**src/rtl/rs_pkg.sv**
```systemverilog
package rs_pkg;
    typedef enum logic [1:0] {
        RS_FREE = 2'd0,
        RS_HELD = 2'd1,
        RS_EXEC = 2'd2
    } rs_state_e;
endpackage

```
**src/rtl/rs_pick.sv**
```systemverilog
module rs_pick #(
    parameter int N = 4,
    localparam int IDX_W = (N > 1) ? $clog2(N) : 1
) (
    input  logic [N-1:0]     req,
    output logic [N-1:0]     gnt,
    output logic [IDX_W-1:0] idx,
    output logic             any
);
    always_comb begin
        gnt = '0;
        idx = '0;
        for (int i = N - 1; i >= 0; i--) begin
            if (req[i]) begin
                gnt    = '0;
                gnt[i] = 1'b1;
                idx    = IDX_W'(i);
            end
        end
        any = |req;
    end
endmodule

```
**src/rtl/rs_entry.sv**
```systemverilog
module rs_entry
    import rs_pkg::*;
#(
    parameter int DATA_W = 64,
    parameter int TAG_W  = 4,
    parameter int OP_W   = 4,
    parameter int MY_TAG = 1
) (
    input  logic              clk,
    input  logic              rst_n,
    input  logic              alloc,
    input  logic [OP_W-1:0]   a_op,
    input  logic [DATA_W-1:0] a_vj,
    input  logic [TAG_W-1:0]  a_qj,
    input  logic [DATA_W-1:0] a_vk,
    input  logic [TAG_W-1:0]  a_qk,
    input  logic              bus_valid,
    input  logic [TAG_W-1:0]  bus_tag,
    input  logic [DATA_W-1:0] bus_data,
    input  logic              grant,
    output logic              busy,
    output logic              ready,
    output logic [OP_W-1:0]   op,
    output logic [DATA_W-1:0] vj,
    output logic [DATA_W-1:0] vk
);
    localparam logic [TAG_W-1:0] OWN = TAG_W'(MY_TAG);

    rs_state_e        st, st_nxt;
    logic [TAG_W-1:0] qj, qk;
    logic             retire;

    function automatic logic snoop_hit(input logic [TAG_W-1:0] t);
        return bus_valid && (t != '0) && (t == bus_tag);
    endfunction

    assign retire = bus_valid && (bus_tag == OWN);

    always_ff @(posedge clk) begin
        if (!rst_n) st <= RS_FREE;
        else        st <= st_nxt;
    end

    always_comb begin
        st_nxt = st;
        unique case (st)
            RS_FREE: if (alloc)  st_nxt = RS_HELD;
            RS_HELD: if (grant)  st_nxt = RS_EXEC;
            RS_EXEC: if (retire) st_nxt = RS_FREE;
            default:             st_nxt = RS_FREE;
        endcase
    end

    always_comb begin
        busy  = (st != RS_FREE);
        ready = (st == RS_HELD) && (qj == '0) && (qk == '0);
    end

    always_ff @(posedge clk) begin
        if (!rst_n) begin
            op <= '0; vj <= '0; vk <= '0; qj <= '0; qk <= '0;
        end else if (alloc) begin
            op <= a_op;
            if (snoop_hit(a_qj)) begin vj <= bus_data; qj <= '0; end
            else                 begin vj <= a_vj;     qj <= a_qj; end
            if (snoop_hit(a_qk)) begin vk <= bus_data; qk <= '0; end
            else                 begin vk <= a_vk;     qk <= a_qk; end
        end else if (st == RS_HELD) begin
            if (snoop_hit(qj)) begin vj <= bus_data; qj <= '0; end
            if (snoop_hit(qk)) begin vk <= bus_data; qk <= '0; end
        end
    end


    alloc_free_chk: assert property (@(posedge clk) disable iff (!rst_n)
        alloc |-> !busy);

    grant_ready_chk: assert property (@(posedge clk) disable iff (!rst_n)
        grant |-> ready);

    capture_j_chk: assert property (@(posedge clk) disable iff (!rst_n)
        (st == RS_HELD && !alloc && bus_valid && qj != '0 && bus_tag == qj)
        |=> (qj == '0 && vj == $past(bus_data)));

    retire_free_chk: assert property (@(posedge clk) disable iff (!rst_n)
        (st == RS_EXEC && retire) |=> !busy);
endmodule

```
**src/rtl/rs_pool.sv**
```systemverilog
module rs_pool
    import rs_pkg::*;
#(
    parameter int NUM_RS   = 4,
    parameter int DATA_W   = 64,
    parameter int TAG_W    = 4,
    parameter int OP_W     = 4,
    parameter int TAG_BASE = 1
) (
    input  logic              clk,
    input  logic              rst_n,
    input  logic              iss_valid,
    input  logic [OP_W-1:0]   iss_op,
    input  logic [DATA_W-1:0] iss_vj,
    input  logic [TAG_W-1:0]  iss_qj,
    input  logic [DATA_W-1:0] iss_vk,
    input  logic [TAG_W-1:0]  iss_qk,
    output logic              iss_ready,
    output logic [TAG_W-1:0]  iss_tag,
    input  logic              bus_valid,
    input  logic [TAG_W-1:0]  bus_tag,
    input  logic [DATA_W-1:0] bus_data,
    input  logic              disp_ready,
    output logic              disp_valid,
    output logic [OP_W-1:0]   disp_op,
    output logic [DATA_W-1:0] disp_a,
    output logic [DATA_W-1:0] disp_b,
    output logic [TAG_W-1:0]  disp_tag
);
    localparam int IDX_W = (NUM_RS > 1) ? $clog2(NUM_RS) : 1;

    logic [NUM_RS-1:0] busy, rdy, free_gnt, rdy_gnt, alloc, grant;
    logic [IDX_W-1:0]  free_idx, rdy_idx;
    logic              free_any, rdy_any;
    logic [OP_W-1:0]   e_op [NUM_RS];
    logic [DATA_W-1:0] e_vj [NUM_RS];
    logic [DATA_W-1:0] e_vk [NUM_RS];

    rs_pick #(.N(NUM_RS)) u_free_pick (
        .req(~busy), .gnt(free_gnt), .idx(free_idx), .any(free_any));
    rs_pick #(.N(NUM_RS)) u_rdy_pick (
        .req(rdy), .gnt(rdy_gnt), .idx(rdy_idx), .any(rdy_any));

    assign alloc = free_gnt & {NUM_RS{iss_valid}};
    assign grant = rdy_gnt & {NUM_RS{disp_ready}};

    for (genvar g = 0; g < NUM_RS; g++) begin : g_st
        rs_entry #(
            .DATA_W(DATA_W), .TAG_W(TAG_W), .OP_W(OP_W),
            .MY_TAG(TAG_BASE + g)
        ) u_ent (
            .clk(clk), .rst_n(rst_n), .alloc(alloc[g]),
            .a_op(iss_op), .a_vj(iss_vj), .a_qj(iss_qj),
            .a_vk(iss_vk), .a_qk(iss_qk),
            .bus_valid(bus_valid), .bus_tag(bus_tag), .bus_data(bus_data),
            .grant(grant[g]), .busy(busy[g]), .ready(rdy[g]),
            .op(e_op[g]), .vj(e_vj[g]), .vk(e_vk[g]));
    end

    always_comb begin
        iss_ready  = free_any;
        iss_tag    = TAG_W'(TAG_BASE) + TAG_W'(free_idx);
        disp_valid = rdy_any;
        disp_tag   = TAG_W'(TAG_BASE) + TAG_W'(rdy_idx);
        disp_op    = '0;
        disp_a     = '0;
        disp_b     = '0;
        for (int i = 0; i < NUM_RS; i++) begin
            if (rdy_gnt[i]) begin
                disp_op = e_op[i];
                disp_a  = e_vj[i];
                disp_b  = e_vk[i];
            end
        end
    end


    one_dispatch_chk: assert property (@(posedge clk) disable iff (!rst_n)
        $onehot0(grant));

    full_refuse_chk: assert property (@(posedge clk) disable iff (!rst_n)
        (&busy) |-> (alloc == '0));

    hold_offer_chk: assert property (@(posedge clk) disable iff (!rst_n)
        (disp_valid && !disp_ready) |=> disp_valid);

    reset_idle_chk: assert property (@(posedge clk)
        !rst_n |=> (busy == '0));
endmodule

```
**config.mk**
```make
export PLATFORM = sky130hd
export DESIGN_NAME = rs_pool
export DESIGN_NICKNAME = d
export VERILOG_FILES = /design/src/rtl/rs_pkg.sv /design/src/rtl/rs_pick.sv /design/src/rtl/rs_entry.sv /design/src/rtl/rs_pool.sv
export SDC_FILE = /design/constraint.sdc
export NUM_CORES = 2
export LEC_CHECK = 0
export BUFFER_PORTS_ARGS = -buffer_cell sky130_fd_sc_hd__buf_2
export CAP_MARGIN = 20
export CORE_UTILIZATION = 55
export CTS_CLUSTER_SIZE = 12
export DETAILED_ROUTE_END_ITERATION = 16
export PLACE_DENSITY_LB_ADDON = 0.2
export SLEW_MARGIN = 25
export SYNTH_ARGS = -nofsm -noshare
export SYNTH_HDL_FRONTEND = slang
export SYNTH_SLANG_ARGS = --single-unit
```
**constraint.sdc**
```tcl
create_clock -name clk -period 3.9 [get_ports clk]
set_input_delay 1.17 -clock clk [delete_from_list [all_inputs] [get_ports clk]]
set_output_delay 1.17 -clock clk [all_outputs]
set_load 0.01 [all_outputs]
```
=== Yosys cells after proc, flatten, opt, wreduce, memory -nomap -nowiden ===
Index checks and enable logic that the tools add are counted.

* Output and inout port bits: 142
* Register bits: 568
* Word-level logic and storage cells: 243

* Reduce and logical (&&, ||, !) cells: 84
* Bitwise operators: 3
* Add/subtract/negate cells: 2
* Mux-type cells: 96
* Equal/unequal tests: 34

{| class="wikitable"
|+ Operators by type and width
! kind !! number
|-
| 2-to-1 mux 64 bit || 34
|-
| 2-to-1 mux 4 bit || 38
|-
| == test 4 bit || 10
|-
| 2-to-1 mux 2 bit || 20
|-
| nonzero test 4 bit || 10
|-
| logical AND 1 bit || 32
|-
| zero test 4 bit || 8
|-
| nonzero test 2 bit || 16
|-
| case mux 2 bit (3 select lines) || 4
|-
| inequality test 2 bit, second input constant || 8
|-
| AND reduction 2 bit || 8
|-
| AND reduction 3 bit || 4
|-
| bitwise AND 4 bit || 2
|-
| == test 2 x 1 -> 1 bit, second input constant || 4
|-
| == test 2 bit, second input constant || 4
|-
| == test 4 x 2 -> 1 bit, second input constant || 2
|-
| zero test 2 bit || 4
|-
| inequality test 2 x 1 -> 1 bit, second input constant || 4
|-
| OR reduction 4 bit || 2
|-
| adder 1 x 2 -> 3 bit, first input constant || 2
|-
| == test 4 x 1 -> 1 bit, second input constant || 1
|-
| == test 4 x 3 -> 1 bit, second input constant || 1
|-
| inverter 4 bit || 1
|}

=== Logic depth before layout (Yosys ltp) ===
* Depth in word-level cells: 11
* Depth in mapped cells: 9
* Depth with buffers taken out: 5

=== Cells and area by module ===
A second synthesis with hierarchy kept.

* Cells, all modules: 3752
* Area, all modules: 30322.8 um2

{| class="wikitable"
|+ By module, submodules not included
! module !! area an instance (um2) !! seq. area each (um2) !! cells an instance !! times used
|-
| rs_entry at g_st[0].u_ent || 6638.9 || 2842.7 || 810 || 1
|-
| rs_entry at g_st[3].u_ent || 6571.3 || 2842.7 || 810 || 1
|-
| rs_entry at g_st[1].u_ent || 6556.3 || 2842.7 || 810 || 1
|-
| rs_entry at g_st[2].u_ent || 6552.5 || 2842.7 || 809 || 1
|-
| rs_pool || 3886.2 || 0.0 || 493 || 1
|-
| rs_pick || 58.8 || 0.0 || 10 || 2
|}

=== Worst setup path before layout ===
OpenSTA, ideal clock, no wires.

* Path kind: flip-flop to output port
* Start: reg g_st[1].u_ent.st[0]
* End: out disp_tag[1]
* Path slack: 0.692 ns
* Required time: 2.730 ns
* Cell stages (with the launch flop): 8
* Arrival: 2.038 ns
* Path buffers: 2
* Cell sequence: dfxtp_1 or4b_4 or3_1 buf_2 nand2_2 buf_6 a21oi_1 ha_1

* Word-level cells in the longest chain between the ends: 6

{| class="wikitable"
|+ RTL lines
! item !! RTL line !! text
|-
| from (decl) || rs_entry.sv:29 || <nowiki>rs_state_e st, st_nxt;</nowiki>
|-
| from (signal assigned) || rs_entry.sv:41 || <nowiki>else st <= st_nxt;</nowiki>
|-
| == test 2 x 1 -> 1 bit || rs_entry.sv:56 || <nowiki>ready = (st == RS_HELD) && (qj == '0) && (qk == '0);</nowiki>
|-
| logical AND 1 bit (2 in series) || rs_entry.sv:56 ||
|-
| 2-to-1 mux 2 bit (2 in series) || rs_pick.sv:14 || <nowiki>if (req[i]) begin</nowiki>
|-
| adder 1 x 2 -> 3 bit || rs_pool.sv:64 || <nowiki>disp_tag = TAG_W'(TAG_BASE) + TAG_W'(rdy_idx);</nowiki>
|-
| to (decl) || rs_pool.sv:28 || <nowiki>output logic [TAG_W-1:0] disp_tag</nowiki>
|}

Every way passes these cells.

=== Final worst setup path ===
* Start: reg g_st[1].u_ent.qj[3]
* End: out disp_b[14]

* Word-level cells in the longest chain between the ends: 9

{| class="wikitable"
|+ RTL lines
! item !! RTL line !! text
|-
| from (decl) || rs_entry.sv:30 || <nowiki>logic [TAG_W-1:0] qj, qk;</nowiki>
|-
| from (signal assigned) || rs_entry.sv:65 || <nowiki>else begin vj <= a_vj; qj <= a_qj; end</nowiki>
|-
| zero test 4 bit (*) || rs_entry.sv:56 ||
|-
| logical AND 1 bit (*) (2 in series) || rs_entry.sv:56 ||
|-
| 2-to-1 mux 4 bit (*) (2 in series) || rs_pick.sv:14 ||
|-
| 2-to-1 mux 64 bit (3 in series) || rs_pool.sv:69 || <nowiki>if (rdy_gnt[i]) begin</nowiki>
|-
| 2-to-1 mux 64 bit (*) || rs_pool.sv:69 ||
|-
| to (decl) || rs_pool.sv:27 || <nowiki>output logic [DATA_W-1:0] disp_b,</nowiki>
|}

Every way passes the cells marked *; elsewhere a longest branch is shown, timed or not.

==> out/results.tsv <==
stage	metric	value	unit
floorplan	initial_utilization	56.2	%
status	violations	setup timing	
critical_path	cp_data_required_time	2.73	ns
power_and_ir_drop	p_leak	12.6	nW
timing	slew_headroom	34.6	%
timing	worstMarginPinSlew	0.979	ns
route	drc	0	
min_path	whs_path_depth	2	
route	vias_per_cell	7.54	
critical_path	crit_end	disp_b[14]	
critical_path	r2r_slack	1.05	ns
power_and_ir_drop	vdd_drop_max	362	µV
clock_network	clk_pin_slew	0.06	ns
floorplan	die_w	226	µm
clock_network	cts_made_buffers	59	
global_route	grt_pass1_wl	184000	µm
route	wire_per_inst	30.2	µm
floorplan	io_pins	355	
synth	synthTopCellsByArea	dfxtp_1 41%, a21oi_1 9.9%, a22oi_1 7.4%	
route	dr.pass1.iters	9	
clock_network	cts_tree	done	
place	globalplace.congestion	0.954	
synth	synth_area_leader_cell	dfxtp_1	
critical_path	cp_max_fo	8	
timing	fin_crit	4.09	ns
global_route	overflow	0	
timing	min_period_over_period	105	%
critical_path	max_stage_delay	0.58	ns
global_route	antenna_found_initial	23	
critical_path	worstPathCellList	or4b_4 > or3_4 > nand2_8 > buf_12 > buf_16 > o22ai_2 > o21ai_1 > buf_2	
floorplan	core	0.0493	mm²
route	ant_nets	0	
timing	hold_violations	0	
synth	seq_area_frac_synth	41.1	%
critical_path	r2r-start	g_st[1].u_ent.st[1]	
run	cap_violations	0	
timing	fin_tns_setup	-15.43	ns
synth	ys_seq_elements	568	
critical_path	critPathSlowestCell	or4b_4	
critical_path	cp.arrival	2.92	ns
timing	layout_setup_ws	-0.188	ns
synth	synth_edf_count	0	
clock_network	clockRootBuffer	clkbuf_16	
clock_network	cts_num_sinks	568	
clock_network	clock_path_buffers	3	
global_route	grt_pass1_vias	30800	
synth	syn_area	0.0277	mm²
floorplan	dieHeight	226	µm
floorplan	die_area	0.0512	mm²
timing	drv_slew	0	
critical_path	worst_setup_path_start_kind	flop	
power_and_ir_drop	power_density	447	mW/mm²
timing	hold_slack	0.461	ns
route	num_vias	31700	
synth	ys.flop_type	dfxtp_1	
clock_network	cts_htree_levels	2	
critical_path	reg2reg_depth	7	
timing	setup_viol	134	
min_path	hp-class	reg -> reg	
timing	skew	0.0288	ns
route	drt-total-wl	127000	µm
critical_path	setup.worst_path.start	g_st[1].u_ent.qj[3]	
critical_path	crit_type	reg -> out	
floorplan	rows	81	
critical_path	cp-end-kind	output pin	
critical_path	reg2reg_to	g_st[1].u_ent.vj[48]	
synth	async_reset_ff_share	0	%
finish	area_growth	21.1	%
route	drt_iter0_drc	6007	
power_and_ir_drop	finalPower	15.0	mW
synth	yosysWarnings	0	
finish	final_nets	3697	
synth	ys_top_cells_by_count	568 x dfxtp_1, 548 x a21oi_1, 273 x nand2_1	
global_route	grt_max_degree	130	
status	outcome	complete, but fails checks	
global_route	grt_util_all_layers	47.1	%
place	place_ws	0.0446	ns
synth	synth.avg_cell_area	8.46	µm²
clock_network	cts.hold.buffers_added	0	
synth	synth.top_cell.area_share	41.1	%
finish	drive_gt1_share	24.0	%
place	post-dp-hpwl	70400	µm
place	io_buffers	352	
timing	max_clock_freq	245	MHz
clock_network	clock_latency	0.66	ns
synth	synthDistinctLibCells	70	
synth	synthCells	3270	
synth	yosysMostFrequentCell	dfxtp_1	
timing	rsz0062_at_grt	true	
cell families (layout without fill, tap and decap cells):
group | after synthesis | in the layout | synth area share (%)
mux | 39 | 39 | 1.59
buf+inv | 442 | 695 | 6.84
flops | 568 | 568 | 41.1
fa+ha+maj | 2 | 2 | 0.0904
xor+xnor | 33 | 33 | 1.04
compound gates | 1677 | 1677 | 40.6
other cells | 1 | 13 | 0.0136
simple gates | 508 | 508 | 8.76
cell type report:
type | instances | area [µm²]
fill | 4002 | 15700
multi-input combinational | 2261 | 15200
sequential | 568 | 11400
timing repair buffer | 515 | 3930
clock buffer | 95 | 1750
tap | 664 | 831
inverter | 77 | 297
clock inverter | 8 | 82.6
antenna | 11 | 27.5
where the power goes:
| part | switching [mW] | leakage, nW | internal [mW] |
|---|---|---|---|
| Clock | 2.44 | 0.894 | 3.11 |
| Sequential | 0.160 | 4.61 | 6.06 |
| Combinational | 2.02 | 7.14 | 1.19 |
through the flow:
step                instances  instance area (µm²)  util [%]
floorplan                3271                27700         -
global route             4195                33500      68.0
CTS                      4178                32800      66.7
global placement         4042                30300      61.5
finish                   4199                33500      68.0
detailed placement       4043                30300      61.6
timing repair:
| action | in CTS | in global routing |
|---|---|---|
| gates cloned | 4 | 4 |
| pin swaps | 32 | 45 |
| setup endpoints to repair | 136 | 129 |
| setup buffers | 28 | 6 |
| gates resized for setup | 71 | 90 |
layer usage:
metal  global-route usage, %  vias to the layer above  routed length [µm]
met5                       0                        -                 134
met4                    34.4                       24                9430
met3                    14.7                      842               19000
met2                    70.7                     2991               54500
met1                    56.9                    14900               43800
li1                        -                    12900                   -
worst min path at each step:
stage	start	endpoint
floorplan	g_st[2].u_ent.op[0]	g_st[2].u_ent.op[0]
global placement	g_st[2].u_ent.op[1]	g_st[2].u_ent.op[1]
detailed placement	g_st[2].u_ent.op[1]	g_st[2].u_ent.op[1]
CTS	g_st[2].u_ent.op[1]	g_st[2].u_ent.op[1]
global route	g_st[2].u_ent.op[1]	g_st[2].u_ent.op[1]
finish	g_st[2].u_ent.op[1]	g_st[2].u_ent.op[1]
cell usage in the layout (no fill, tap or decap), drive strengths merged, types with 28 or more instances in the layout:
cell,n
a211oi,60
a21oi,551
a221o,64
a22oi,271
a32o,64
and3,66
buf,508
clkbuf,99
dfxtp,568
inv,78
mux2,39
nand2,274
nand3,44
nor2,47
o21a,134
o21ai,247
o221a,65
o221ai,65
o22ai,99
o2bb2ai,28
state kept, by name, indices dropped and copies added, names as in the netlist:
register and count:
g_st.u_ent.op 16, g_st.u_ent.qj 16, g_st.u_ent.vj 256, g_st.u_ent.vk 256, g_st.u_ent.qk 16, g_st.u_ent.st 8
worst max-delay path, delay by kind of cell, from the launching register on:
family,cells,cell delay [ns]
buf+inv,3,0.45
simple gates,3,1.20
compound gates,2,0.25
flops,1,0.34
Note: power is estimated with default switching activity, not from simulation.
